[src/rtl/seq_region_pkg.sv]
`timescale 1ns/1ps
// Shared definitions for the line-region sequence pointer selector.
// Assumes a fixed set of three timing signals handled in parallel.
package seq_region_pkg;
    localparam int NUM_SIG = 3;
    typedef enum logic [1:0] {
        SIG_CLAMP = 2'd0,
        SIG_PBLK  = 2'd1,
        SIG_HBLK  = 2'd2
    } sig_e;
endpackage

[src/rtl/seq_line_counter.sv]
`timescale 1ns/1ps
// Field line counter. Holds the current line number and offers the
// line number the next strobe will load (0 on field start, saturating
// increment otherwise). Assumes strobes are single-cycle pulses.
module seq_line_counter #(
    parameter int LINE_W = 12
) (
    input  logic              clk,
    input  logic              rst_n,
    input  logic              field_start,
    input  logic              line_strobe,
    output logic [LINE_W-1:0] cur_line,
    output logic [LINE_W-1:0] next_line
);
    localparam logic [LINE_W-1:0] LINE_MAX = '1;

    // Line number that the coming strobe will make current.
    always_comb begin
        if (field_start)
            next_line = '0;
        else if (cur_line == LINE_MAX)
            next_line = cur_line;
        else
            next_line = cur_line + 1'b1;
    end

    // Line register: cleared by reset or field start, loaded on line strobe.
    always_ff @(posedge clk) begin
        if (!rst_n)
            cur_line <= '0;
        else if (field_start)
            cur_line <= '0;
        else if (line_strobe)
            cur_line <= next_line;
    end

    assert_field_clears_line_R2: assert property (@(posedge clk) disable iff (!rst_n)
        field_start |=> cur_line == '0);
    assert_line_advances_R4: assert property (@(posedge clk) disable iff (!rst_n)
        (line_strobe && !field_start && cur_line != LINE_MAX) |=> cur_line == $past(cur_line) + 1'b1);
    assert_line_saturates_R4: assert property (@(posedge clk) disable iff (!rst_n)
        (line_strobe && !field_start && cur_line == LINE_MAX) |=> cur_line == LINE_MAX);
endmodule

[src/rtl/seq_region_decode.sv]
`timescale 1ns/1ps
// Region decoder for one timing signal. Finds the region of the line
// about to start from the signal's change positions and registers the
// region and its pointer on each strobe. Assumes configuration is held
// steady within a field. A position not strictly above the last
// accepted one is ignored.
module seq_region_decode #(
    parameter int LINE_W = 12,
    parameter int NUM_CP = 3,
    parameter int PTR_W  = 2
) (
    input  logic                        clk,
    input  logic                        rst_n,
    input  logic                        field_start,
    input  logic                        line_strobe,
    input  logic [LINE_W-1:0]           next_line,
    input  logic [NUM_CP*LINE_W-1:0]    cp_flat,
    input  logic [(NUM_CP+1)*PTR_W-1:0] ptr_flat,
    output logic [$clog2(NUM_CP+1)-1:0] region,
    output logic [PTR_W-1:0]            seq
);
    localparam int REG_W = $clog2(NUM_CP+1);

    logic [LINE_W-1:0] last_ok;
    logic [LINE_W-1:0] cp_k;
    logic [REG_W-1:0]  pick;
    logic [PTR_W-1:0]  seq_pick;

    // Walk the change positions in order, keep the ascending ones, pick the last one reached.
    always_comb begin
        last_ok = '0;
        pick    = '0;
        cp_k    = '0;
        for (int k = 1; k <= NUM_CP; k++) begin
            cp_k = cp_flat[(k-1)*LINE_W +: LINE_W];
            if (cp_k > last_ok) begin
                last_ok = cp_k;
                if (cp_k <= next_line)
                    pick = REG_W'(k);
            end
        end
        seq_pick = ptr_flat[pick*PTR_W +: PTR_W];
    end

    // Output registers: forced to region 0 on field start, loaded on line strobe.
    always_ff @(posedge clk) begin
        if (!rst_n) begin
            region <= '0;
            seq    <= '0;
        end else if (field_start) begin
            region <= '0;
            seq    <= ptr_flat[PTR_W-1:0];
        end else if (line_strobe) begin
            region <= pick;
            seq    <= seq_pick;
        end
    end

    assert_field_region0_R2: assert property (@(posedge clk) disable iff (!rst_n)
        field_start |=> (region == '0) && (seq == $past(ptr_flat[PTR_W-1:0])));
    assert_hold_between_strobes_R3: assert property (@(posedge clk) disable iff (!rst_n)
        (!line_strobe && !field_start) |=> ($stable(region) && $stable(seq)));
    assert_region_monotone_R9: assert property (@(posedge clk) disable iff (!rst_n)
        (line_strobe && !field_start && $stable(cp_flat)) |=> region >= $past(region));
endmodule

[src/rtl/seq_region_select.sv]
`timescale 1ns/1ps
// Top of the line-region sequence pointer selector. One shared line
// counter feeds one region decoder per timing signal (clamp,
// pre-blanking, horizontal blanking). Each decoder has its own positions
// and pointers. Assumes single-cycle strobes.
module seq_region_select #(
    parameter int LINE_W = 12,
    parameter int NUM_CP = 3,
    parameter int PTR_W  = 2
) (
    input  logic                        clk,
    input  logic                        rst_n,
    input  logic                        field_start,
    input  logic                        line_strobe,
    input  logic [NUM_CP*LINE_W-1:0]    clamp_cp,
    input  logic [NUM_CP*LINE_W-1:0]    pblk_cp,
    input  logic [NUM_CP*LINE_W-1:0]    hblk_cp,
    input  logic [(NUM_CP+1)*PTR_W-1:0] clamp_ptr,
    input  logic [(NUM_CP+1)*PTR_W-1:0] pblk_ptr,
    input  logic [(NUM_CP+1)*PTR_W-1:0] hblk_ptr,
    output logic [PTR_W-1:0]            clamp_seq,
    output logic [PTR_W-1:0]            pblk_seq,
    output logic [PTR_W-1:0]            hblk_seq,
    output logic [$clog2(NUM_CP+1)-1:0] clamp_region,
    output logic [$clog2(NUM_CP+1)-1:0] pblk_region,
    output logic [$clog2(NUM_CP+1)-1:0] hblk_region
);
    import seq_region_pkg::*;
    localparam int REG_W = $clog2(NUM_CP+1);

    logic [LINE_W-1:0]           cur_line;
    logic [LINE_W-1:0]           next_line;
    logic [NUM_CP*LINE_W-1:0]    cp_arr  [NUM_SIG];
    logic [(NUM_CP+1)*PTR_W-1:0] ptr_arr [NUM_SIG];
    logic [REG_W-1:0]            reg_arr [NUM_SIG];
    logic [PTR_W-1:0]            seq_arr [NUM_SIG];

    // Gather per-signal configuration into indexed arrays.
    always_comb begin
        cp_arr[SIG_CLAMP]  = clamp_cp;
        cp_arr[SIG_PBLK]   = pblk_cp;
        cp_arr[SIG_HBLK]   = hblk_cp;
        ptr_arr[SIG_CLAMP] = clamp_ptr;
        ptr_arr[SIG_PBLK]  = pblk_ptr;
        ptr_arr[SIG_HBLK]  = hblk_ptr;
    end

    seq_line_counter #(.LINE_W(LINE_W)) u_line (
        .clk         (clk),
        .rst_n       (rst_n),
        .field_start (field_start),
        .line_strobe (line_strobe),
        .cur_line    (cur_line),
        .next_line   (next_line)
    );

    for (genvar g = 0; g < NUM_SIG; g++) begin : g_sig
        seq_region_decode #(.LINE_W(LINE_W), .NUM_CP(NUM_CP), .PTR_W(PTR_W)) u_dec (
            .clk         (clk),
            .rst_n       (rst_n),
            .field_start (field_start),
            .line_strobe (line_strobe),
            .next_line   (next_line),
            .cp_flat     (cp_arr[g]),
            .ptr_flat    (ptr_arr[g]),
            .region      (reg_arr[g]),
            .seq         (seq_arr[g])
        );
    end

    // Spread decoder results back onto the named output ports.
    always_comb begin
        clamp_region = reg_arr[SIG_CLAMP];
        pblk_region  = reg_arr[SIG_PBLK];
        hblk_region  = reg_arr[SIG_HBLK];
        clamp_seq    = seq_arr[SIG_CLAMP];
        pblk_seq     = seq_arr[SIG_PBLK];
        hblk_seq     = seq_arr[SIG_HBLK];
    end

    assert_reset_clears_R1: assert property (@(posedge clk)
        !rst_n |=> (clamp_region == '0 && pblk_region == '0 && hblk_region == '0 &&
                    clamp_seq == '0 && pblk_seq == '0 && hblk_seq == '0));
endmodule

[config.mk]
export PLATFORM = sky130hd
export DESIGN_NAME = seq_region_select
export DESIGN_NICKNAME = d
export VERILOG_FILES = /design/src/rtl/seq_region_pkg.sv /design/src/rtl/seq_line_counter.sv /design/src/rtl/seq_region_decode.sv /design/src/rtl/seq_region_select.sv
export SDC_FILE = /design/constraint.sdc
export NUM_CORES = 1
export LEC_CHECK = 0
export BUFFER_PORTS_ARGS = -buffer_cell sky130_fd_sc_hd__clkbuf_2
export CAP_MARGIN = 20
export CORE_UTILIZATION = 35
export DETAILED_ROUTE_END_ITERATION = 10
export MAX_ROUTING_LAYER = met4
export PLACE_DENSITY = 0.65
export SLEW_MARGIN = 20
export SYNTH_ARGS = -nofsm -noshare
export SYNTH_HDL_FRONTEND = slang
export SYNTH_SLANG_ARGS = --single-unit
[constraint.sdc]
create_clock -name clk -period 11 [get_ports clk]
set_clock_uncertainty 0.1 [all_clocks]
set_input_delay 2.2 -clock clk [delete_from_list [all_inputs] [get_ports clk]]
set_output_delay 2.2 -clock clk [all_outputs]
set_load 0.02 [all_outputs]
==> impl_metrics.py <==
metrics = {
    "detailed_routing": {
        "drc": 0,
        "wl_mm": 19.1,
        "first_iter_violations": 360,
        "routed_via_density": 5.63,
        "wl_per_cell_um": 16.9,
        "first_pass_iters": 5,
        "dr_total_vias": 6377,
        "route.antenna.remaining_nets": 0,
    },
    "yosys": {
        "synth_cell_types": 53,
        "netlist.area_leader.share_pct": 38.2,
        "syn_area_um2": 5930,
        "netlist_instances": 780,
        "synth_top_family_by_area": "adder cells",
        "synthTopCellsByArea": "ha_1 38%, a21oi_1 9.4%, dfxtp_1 8.1%",
        "synth_compound_gate_area_share_pct": 24.9,
        "yosys.area_share.simple_pct": 22.5,
        "synth_mux_area_share_pct": 0.527,
        "synth_edf_count": 0,
        "ys_ff_latch": 24,
        "syn_nets": 1097,
        "ys.flop_type": "dfxtp_1",
        "syn_area_per_cell_um2": 7.61,
        "synth-adder-area-share_pct": 38.2,
        "synthXorXnorAreaFrac_pct": 1.18,
        "async_flop_share_pct": 0,
        "yosysSeqAreaShare_pct": 8.10,
        "synth_top_cell_by_area": "ha_1",
        "ys_warn_count": 0,
    },
    "setup_path": {
        "cp-start-kind": "input port",
        "cpMaxStageDelayCell": "a2111oi_0",
        "end_kind": "flip-flop",
        "required_ns": 11.01,
        "slowest_delay_ns": 0.70,
        "path_cells": "clkbuf_2, inv_1, ha_1, nor2b_1, o211ai_1, a211oi_1, o31a_1, nor2_1, a21oi_1, ha_1, nor2b_1, o211ai_1, a21oi_1, a2111oi_0, nor3_1, a311oi_1, nor3_1",
        "critPathMaxFanout": 25,
        "arrival_ns": 6.12,
        "setup.worst_path.class": "input port to flip-flop",
    },
    "finish": {
        "layout-drive-gt1-share_pct": 17.7,
        "final_util_pct": 42.1,
        "syn2layout_area_growth_pct": 17.8,
        "antenna_cells": 0,
        "nets": 1231,
    },
    "sta": {
        "maxSlewHeadroom_pct": 39.0,
        "fmax_mhz": 164,
        "fin_crit_ns": 6.10,
        "setup_viol": 0,
        "finalCritPeriodShare_pct": 55.5,
        "slew_viol_final": 0,
        "tns_ns": 0,
        "worst_pin_slew_ns": 0.916,
        "hold_viol": 0,
        "rsz0062_at_grt": "no",
    },
    "grt": {
        "antenna_found_initial": 0,
        "gr-total-overflow": 0,
        "grt_max_degree": 32,
        "first_global_vias": 6171,
        "grt_pass1_wl_mm": 30.8,
        "grt_usage_pct": 22.4,
    },
    "die": {
        "dieWidth_um": 132,
        "dieArea_um2": 17500,
        "row_count": 47,
        "ios": 148,
        "core_area_um2": 16600,
        "die-height_um": 132,
        "initial_core_util_pct": 35.8,
    },
    "clocking": {
        "cts_sinks": 24,
        "htreeDepth": 1,
        "clockBufferDepth": 2,
        "cts.repair.resized": 0,
        "cts_root_buf": "clkbuf_16",
        "path_clk_slew_ns": 0.07,
        "cts_hold_buffers": 0,
        "cts_setup_buffers": 0,
        "numCtsBuffers": 3,
        "cts_tree": "built",
        "insertion_delay_ns": 0.26,
    },
    "power_and_ir_drop": {
        "power.switching_uw": 170,
        "power_density_nw_per_um2": 62.1,
        "swShare_pct": 39.1,
        "p_seq_share_pct": 21.5,
        "p_clk_share_pct": 24.2,
        "combPwrFrac_pct": 54.3,
        "ir_drop_v": 0.0000456,
        "leakage_uw": 0.00327,
        "p_int_uw": 264,
    },
    "run": {
        "maxCapViolCount": 0,
    },
    "placement": {
        "port_buffers": 147,
        "gp_congestion": 0.904,
        "dp_hpwl_mm": 16.0,
    },
    "min_path": {
        "hold_class": "flip-flop to flip-flop",
    },
    "outcome": {
        "status": "finished clean",
    },
}
flip-flops by register name, summed over array words and instances, names as in the netlist:
register and count:
g_sig.u_dec.region 6, g_sig.u_dec.seq 6, u_line.cur_line 12
cell usage after synthesis (3+ instances only):
master and instances:
nor3b_1 4, o21a_1 3, o22ai_1 6, nor4_1 11
o31a_1 4, nand2_1 48, a221oi_1 3, nor2_1 62
a21oi_1 111, a211oi_1 6, nand2b_1 15, and4_1 3
o41ai_1 3, inv_1 51, a211o_1 4, or3_1 6
xor2_1 3, a311oi_1 3, xnor2_1 5, nand4_1 40
dfxtp_1 24, clkbuf_1 19, a21boi_0 6, o211ai_1 18
nor2b_1 15, o21ai_0 18, a221o_1 3, nand3_1 27
ha_1 181, and3_1 7, o31ai_1 5, nor3_1 14
a21o_1 16, o311ai_0 4, or2_2 4
logic make-up (layout without fill, tap and decap cells):
logic type	Yosys count	after routing
fa+ha+maj	181	181
simple gates	261	261
flops	24	24
buf+inv	71	204
mux	3	3
xor+xnor	8	8
compound gates	232	232
metrics by stage:
stage	worst slack [ns]	hold WS (ns)	instance area (µm²)	total power, µW	cells
final	4.90	0.388	6990	434	1133
after global routing	4.49	0.403	6990	473	1133
after CTS	4.94	0.386	6970	435	1132
after detailed placement	4.68	0.371	6870	328	1128
after global placement	4.73	0.362	6870	325	1128
after floorplan	5.32	0.380	5930	249	780
power by group through the flow:
stage	Combinational [µW]	Clock [µW]	Sequential [µW]
after global placement	230	0	95.1
after CTS	234	108	93.2
after floorplan	150	0	98.9
final	236	105	93.3
after global routing	270	109	93.7
after detailed placement	233	0	95.1
layout by cell type, fill, tap and decap left out, types with 15 or more instances in the layout:
cell type    n
clkbuf_2   147
a21o_1      16
nor2_1      62
nand2_1     48
nor2b_1     15
a21oi_1    111
nand2b_1    15
ha_1       181
o211ai_1    18
nand3_1     27
o21ai_0     18
inv_1       51
nand4_1     40
dfxtp_1     24
critical path, delay by kind of cell:
kind,cells,cell delay [ns]
compound gates,8,2.53
simple gates,5,0.66
buf+inv,2,0.17
fa+ha+maj,2,0.55
cell type report:
cell class | instances | area, µm²
repair buffers | 149 | 748
clock buffers | 3 | 75.1
clock inverters | 1 | 30.0
inverters | 51 | 191
flip-flops and latches | 24 | 480
well taps | 220 | 275
fillers | 1783 | 9600
multi-input cells | 685 | 5190
path summary, 6_finish.rpt:
kind              slack (ns)                     start                       end  cells after the start
setup / recovery        4.90                pblk_cp[1]  g_sig[1].u_dec.region[0]                     17
hold / removal          0.39  g_sig[0].u_dec.region[0]  g_sig[0].u_dec.region[0]                      2
setup reg to reg        6.52        u_line.cur_line[0]     g_sig[0].u_dec.seq[1]                     15
hold reg to reg         0.39  g_sig[0].u_dec.region[0]  g_sig[0].u_dec.region[0]                      2
metal layers:
metal / global-route usage [%] / wire length, µm / part of all wire [%]
met2: 36.6 / 8480 / 44
met3: 1.88 / 975 / 5.1
met5: - / 0 / 0
met1: 30.2 / 9330 / 49
met4: 4.41 / 342 / 1.8
(Power assumes the default switching activity.)
